File: config.mk
export PLATFORM = sky130hd
export DESIGN_NAME = blk_xfer_seq
export DESIGN_NICKNAME = d
export VERILOG_FILES = /design/src/rtl/bxs_pkg.sv /design/src/rtl/bxs_prienc.sv /design/src/rtl/bxs_addr_gen.sv /design/src/rtl/bxs_abort_track.sv /design/src/rtl/blk_xfer_seq.sv
export SDC_FILE = /design/constraint.sdc
export NUM_CORES = 1
export LEC_CHECK = 0
export ABC_CLOCK_PERIOD_IN_PS = 6500
export CAP_MARGIN = 30
export CORE_MARGIN = 5
export CORE_UTILIZATION = 50
export DETAILED_ROUTE_END_ITERATION = 16
export PLACE_DENSITY_LB_ADDON = 0.25
export SETUP_SLACK_MARGIN = 0.5
export SKIP_CTS_REPAIR_TIMING = 1
export SYNTH_ARGS = -nofsm -noshare
export SYNTH_HDL_FRONTEND = slang
export SYNTH_HIERARCHICAL = 1
export SYNTH_SLANG_ARGS = --single-unit
export TNS_END_PERCENT = 20
File: constraint.sdc
create_clock -name clk -period 6.5 [get_ports clk]
set_input_delay 1.625 -clock clk [delete_from_list [all_inputs] [get_ports clk]]
set_output_delay 1.625 -clock clk [all_outputs]
set_load 0.05 [all_outputs]
File: src/rtl/bxs_pkg.sv
package bxs_pkg;
    typedef enum logic [1:0] {
        ST_IDLE  = 2'd0,
        ST_XFER  = 2'd1,
        ST_WBACK = 2'd2,
        ST_DONE  = 2'd3
    } bxs_state_e;

    localparam int WORD_SHIFT = 2;
endpackage

File: src/rtl/bxs_prienc.sv
module bxs_prienc #(
    parameter int N  = 16,
    parameter int IW = $clog2(N)
) (
    input  logic [N-1:0]  vec_i,
    output logic [IW-1:0] idx_o,
    output logic [N-1:0]  low_o
);
    logic [N-1:0] hit;

    // isolate the lowest set bit
    assign low_o = vec_i & (~vec_i + N'(1));

    generate
        for (genvar g = 0; g < N; g++) begin : g_hit
            assign hit[g] = low_o[g];
        end
    endgenerate

    always_comb begin
        idx_o = '0;
        for (int i = 0; i < N; i++) begin
            if (hit[i]) idx_o = IW'(i);
        end
    end
endmodule

File: src/rtl/bxs_addr_gen.sv
module bxs_addr_gen #(
    parameter int AW = 32,
    parameter int CW = 5
) (
    input  logic          clk,
    input  logic          rst_n,
    input  logic          load_i,
    input  logic [AW-1:0] base_i,
    input  logic          step_i,
    output logic [AW-1:0] addr_o
);
    import bxs_pkg::*;

    logic [AW-1:0] base_q;
    logic [CW-1:0] cnt_q;

    always_ff @(posedge clk or negedge rst_n) begin
        if (!rst_n) begin
            base_q <= '0;
            cnt_q  <= '0;
        end else if (load_i) begin
            base_q <= base_i;
            cnt_q  <= '0;
        end else if (step_i) begin
            cnt_q  <= cnt_q + CW'(1);
        end
    end

    assign addr_o = base_q + (AW'(cnt_q) << WORD_SHIFT);
endmodule

File: src/rtl/bxs_abort_track.sv
module bxs_abort_track (
    input  logic clk,
    input  logic rst_n,
    input  logic clear_i,
    input  logic set_i,
    output logic flag_o
);
    always_ff @(posedge clk or negedge rst_n) begin
        if (!rst_n)       flag_o <= 1'b0;
        else if (clear_i) flag_o <= 1'b0;
        else if (set_i)   flag_o <= 1'b1;
    end
endmodule

File: src/rtl/blk_xfer_seq.sv
module blk_xfer_seq #(
    parameter int NREG = 16,
    parameter int AW   = 32,
    localparam int IW  = $clog2(NREG),
    localparam int CW  = $clog2(NREG + 1)
) (
    input  logic            clk,
    input  logic            rst_n,
    input  logic            start_i,
    input  logic [NREG-1:0] reglist_i,
    input  logic [IW-1:0]   base_idx_i,
    input  logic [AW-1:0]   base_val_i,
    input  logic            is_load_i,
    input  logic            wback_i,
    input  logic            mem_ack_i,
    input  logic            abort_i,
    output logic            mem_req_o,
    output logic [AW-1:0]   mem_addr_o,
    output logic            mem_we_o,
    output logic [IW-1:0]   xfer_idx_o,
    output logic            reg_we_o,
    output logic [IW-1:0]   reg_widx_o,
    output logic            base_we_o,
    output logic [IW-1:0]   base_widx_o,
    output logic [AW-1:0]   base_wval_o,
    output logic            busy_o,
    output logic            done_o,
    output logic            abort_o
);
    import bxs_pkg::*;

    bxs_state_e      state_q, state_d;
    logic [NREG-1:0] list_q;
    logic            ld_q, wb_q;
    logic [IW-1:0]   bidx_q;
    logic [IW-1:0]   cur_idx;
    logic [NREG-1:0] low_bit;
    logic [AW-1:0]   cur_addr;
    logic            accept, xfer_go, last_xfer, abort_seen;

    assign accept    = (state_q == ST_IDLE) && start_i;
    assign xfer_go   = (state_q == ST_XFER) && mem_ack_i;
    assign last_xfer = ((list_q & ~low_bit) == '0);

    bxs_prienc #(.N(NREG), .IW(IW)) u_prienc (
        .vec_i (list_q),
        .idx_o (cur_idx),
        .low_o (low_bit)
    );

    bxs_addr_gen #(.AW(AW), .CW(CW)) u_addr (
        .clk    (clk),
        .rst_n  (rst_n),
        .load_i (accept),
        .base_i (base_val_i),
        .step_i (xfer_go),
        .addr_o (cur_addr)
    );

    bxs_abort_track u_abort (
        .clk     (clk),
        .rst_n   (rst_n),
        .clear_i (accept),
        .set_i   (xfer_go && abort_i),
        .flag_o  (abort_seen)
    );

    // state register and operand capture
    always_ff @(posedge clk or negedge rst_n) begin
        if (!rst_n) begin
            state_q <= ST_IDLE;
            list_q  <= '0;
            ld_q    <= 1'b0;
            wb_q    <= 1'b0;
            bidx_q  <= '0;
        end else begin
            state_q <= state_d;
            if (accept) begin
                list_q <= reglist_i;
                ld_q   <= is_load_i;
                wb_q   <= wback_i;
                bidx_q <= base_idx_i;
            end else if (xfer_go) begin
                list_q <= list_q & ~low_bit;
            end
        end
    end

    // next-state logic
    always_comb begin
        state_d = state_q;
        unique case (state_q)
            ST_IDLE:  if (accept) state_d = (reglist_i == '0) ? ST_DONE : ST_XFER;
            ST_XFER:  if (xfer_go && last_xfer) state_d = wb_q ? ST_WBACK : ST_DONE;
            ST_WBACK: state_d = ST_DONE;
            ST_DONE:  state_d = ST_IDLE;
            default:  state_d = ST_IDLE;
        endcase
    end

    // outputs
    always_comb begin
        mem_req_o   = 1'b0;
        mem_we_o    = 1'b0;
        reg_we_o    = 1'b0;
        base_we_o   = 1'b0;
        done_o      = 1'b0;
        mem_addr_o  = cur_addr;
        xfer_idx_o  = cur_idx;
        reg_widx_o  = cur_idx;
        base_widx_o = bidx_q;
        base_wval_o = cur_addr;
        busy_o      = (state_q != ST_IDLE);
        abort_o     = abort_seen;
        unique case (state_q)
            ST_IDLE:  ;
            ST_XFER: begin
                mem_req_o = 1'b1;
                mem_we_o  = !ld_q;
                reg_we_o  = xfer_go && ld_q && !abort_i && !abort_seen;
            end
            ST_WBACK: base_we_o = 1'b1;
            ST_DONE:  done_o = 1'b1;
            default:  ;
        endcase
    end

    AST_IDX_ASCEND: assert property (@(posedge clk) disable iff (!rst_n)
        (mem_req_o && mem_ack_i) |=> (!mem_req_o || xfer_idx_o > $past(xfer_idx_o)));
    AST_HOLD_NO_ACK: assert property (@(posedge clk) disable iff (!rst_n)
        (mem_req_o && !mem_ack_i) |=> (mem_req_o && $stable(mem_addr_o) && $stable(xfer_idx_o)));
    AST_ADDR_STEP: assert property (@(posedge clk) disable iff (!rst_n)
        (mem_req_o && mem_ack_i) |=> (!mem_req_o || mem_addr_o == $past(mem_addr_o) + AW'(4)));
    AST_WE_NEEDS_ACK: assert property (@(posedge clk) disable iff (!rst_n)
        reg_we_o |-> (mem_req_o && mem_ack_i && !abort_i));
    AST_NO_WE_AFTER_ABORT: assert property (@(posedge clk) disable iff (!rst_n)
        abort_o |-> !reg_we_o);
    AST_WB_THEN_DONE: assert property (@(posedge clk) disable iff (!rst_n)
        base_we_o |=> (done_o && !base_we_o));
    AST_DONE_PULSE: assert property (@(posedge clk) disable iff (!rst_n)
        done_o |=> !done_o);
    AST_ABORT_STICKY: assert property (@(posedge clk) disable iff (!rst_n)
        (abort_o && !start_i) |=> abort_o);
endmodule

==> out/metrics.csv <==
stage;metric;value;unit
floorplanning;Die Span X;101.9;um
clock_tree;Clock Latency Late Sink;0.33;ns
critical_path;CP endpoint kind;output pin;
routing;DR iter-0 viols;176;
timing;Slew Limit Fails;0;
timing;Hold WS;0.4793;ns
clock_tree;H-tree level count;3;
final_layout;Final #Nets;644;
final_layout;share of cells above drive strength 1;11.25;%
critical_path;Startpoint Class;register;
clock_tree;CTS tree;yes;
timing;FMAX;184.0;MHz
clock_tree;clk buf depth;2;
yosys;count leader, synth;nand2_1;
yosys;Yosys warning total;6;
critical_path;crit path DAT;3.81;ns
yosys;Gate Count Post-Synth;472;
grt;All-Layer GR Usage;20.92;%
placed_design;HPWL after DPL;8164;um
floorplanning;# IOs;142;
yosys;Net Count, Synth;543;
routing;DR pass1 iterations;5;
timing;setup tns final;0;ns
final_layout;antenna fix cells;0;
placed_design;GPL Wtd Cong;0.8405;
yosys;syn avg cell area;8.947;sq um
critical_path;WS Path Type;reg -> out;
run;max cap viols;0;
timing;Layout Skew;0.005711;ns
worst_hold_path;HP Class;reg -> reg;
yosys;Cell Area, Synth;4223;sq um
yosys;area leader, netlist;dfrtp_1;
timing;Final Critical Period;5.434;ns
critical_path;Slowest-stage cell, CP;clkdlybuf4s50_1;
timing;RSZ-0062 raised after global routing;no;
yosys;post-synthesis sequential area ratio;36.74;%
clock_tree;Reg clk slew, reported paths;0.07;ns
floorplanning;Core Footprint;8217;sq um
floorplanning;starting density of the core;51.39;%
grt;vias in the first global route;3624;
yosys;Area contributors post-synth;dfrtp_1 (37%), nand2_1 (7.9%), mux2_2 (7.5%), buf_4 (6.9%), xor2_1 (3.9%);
yosys;number of enable flip-flop cells after synthesis;0;
routing;vias per inst;5.483;
grt;first-pass GRT wire length;17390;um
final_layout;Area Overhead vs Synth;33.84;%
timing;period utilization;83.60;%
clock_tree;Num CTS Buffers;9;
timing;Final Hold Vio Count;0;
floorplanning;die area;10380;sq um
routing;Routed Antenna Nets;0;
routing;final WL;10840;um
critical_path;Slowest Stage Delay on Critical Path;0.84;ns
yosys;synth unique cells;55;
grt;initial antenna violation count;0;
clock_tree;Clock Sinks;62;
yosys;most frequent cells after synthesis;nand2_1 (89), dfrtp_1 (62), buf_4 (39);
grt;Overflow after GRT;0;
routing;routed vias;3745;
yosys;Yosys top cell area share;36.74;%
grt;pin count of the biggest net entering global routing;63;
floorplanning;die height;101.9;um
critical_path;critical path, cell by cell;ha_1, inv_1, fa_1, nor2b_1, o2111ai_1, a2111oi_0, xor2_1, clkdlybuf4s50_1;
yosys;Async S/R FF share, synth;100.0;%
critical_path;Worst Path Required;4.88;ns
floorplanning;FP Rows;33;
timing;slew margin rel.;33.24;%
clock_tree;Root Buffer;clkbuf_8;
critical_path;worst-path fanout max;12;
placed_design;Port Buf Inserts;141;
timing;Worst Max-Slew Pin Slew;1.000;ns
timing;Final Setup Violations;0;
routing;DR WL/cell;15.86;um
routing;Residual DRC;0;
yosys;main flop type after synthesis;dfrtp_1;
status;outcome;finished, final reports clean;
yosys;synthesized flop and latch total;62;
==> registers in the layout, summed over array words and instances (netlist names) <==
| register | flops |
|---|---|
| list_q | 16 |
| state_q | 2 |
| u_addr/base_q | 32 |
| ld_q | 1 |
| u_addr/cnt_q | 5 |
| u_abort/flag_o | 1 |
| base_widx_o | 4 |
| wb_q | 1 |
==> per-stage QoR <==
stage / std cells / utilization [%] / setup slack, ns / cell area, sq um
after floorplan: 472 / - / 1.855 / 4223
after global placement: 667 / 66.06 / 1.517 / 5428
after detailed placement: 667 / 66.06 / 1.423 / 5428
after CTS: 683 / 68.78 / 1.036 / 5652
after global routing: 683 / 68.78 / 0.8146 / 5652
final: 683 / 68.78 / 1.066 / 5652
==> cell families (layout without fill, tap and decap cells) <==
logic type / Yosys count / in the layout / share of synthesized area (%)
AOI/OAI and AO/OA: 55 / 55 / 10.52
xor gates and xnor gates: 32 / 32 / 6.637
adders and majority gates: 12 / 12 / 3.733
buffers and inverters: 84 / 190 / 11.08
DFF: 62 / 62 / 36.74
muxes: 31 / 31 / 8.207
and+or+nand+nor: 196 / 196 / 23.08
==> final timing paths <==
kind | to | depth (start not counted) | slack [ns] | from
max in group asynchronous | u_addr/base_q[8] | 2 | 4.52 | rst_n
setup / recovery | mem_addr_o[14] | 8 | 1.07 | u_addr/cnt_q[0]
hold / removal | base_widx_o[3] | 2 | 0.48 | base_widx_o[3]
hold reg to reg | base_widx_o[3] | 2 | 0.48 | base_widx_o[3]
setup reg to reg | state_q[0] | 7 | 3.58 | list_q[1]
min in group asynchronous | u_addr/base_q[23] | 2 | 1.45 | rst_n
==> worst max-delay path, delay by kind of cell, from the launching register on <==
family | cells | cell delay, ns
simple gates | 1 | 0.19
compound gates | 2 | 1.15
fa+ha+maj | 2 | 0.59
xor+xnor | 1 | 0.23
flops | 1 | 0.41
buf+inv | 2 | 0.89
==> cell type report <==
cell class / instances / area (sq um)
fillers: 659 / 2565
multi-input cells: 326 / 2203
inverters: 30 / 112.6
flip-flops and latches: 62 / 1551
well taps: 105 / 131.4
clock buffers: 11 / 141.4
clock inverters: 5 / 82.58
repair buffers: 144 / 1429
==> layer usage <==
metal / track usage, % / vias up / share of wire, %
met1: 27.46 / 1789 / 42
li1: - / 1792 / -
met2: 35.51 / 156 / 49
met4: 4.642 / 0 / 0.70
met3: 4.778 / 8 / 8.3
met5: 0 / - / 0
==> cell usage in the layout, fill, tap and decap left out, types with 2 or more instances in the layout <==
cell type	n
clkbuf_8	10
nor2b_1	3
inv_1	28
clkdlybuf4s50_1	140
o22ai_1	7
o21ai_0	9
nor4_1	6
and2_1	6
inv_2	2
a2111oi_2	5
ha_1	11
nand2_1	89
and3_1	9
and4_1	7
clkinv_4	2
nor4b_1	2
nand2b_1	3
xnor2_1	13
a221oi_1	2
o2111ai_1	3
bufinv_16	2
nor2_1	26
xor2_1	19
or2_2	3
nand4_1	8
nor3_1	3
or4_4	2
a211oi_1	9
a21oi_1	6
nand3b_1	2
nand3_1	20
mux2i_1	2
o211ai_1	3
buf_4	3
dfrtp_1	62
mux2_2	28
Power is left out: the tool's default activity adds up to more than one toggle a clock period on the data nets, which glitch-free logic cannot reach.
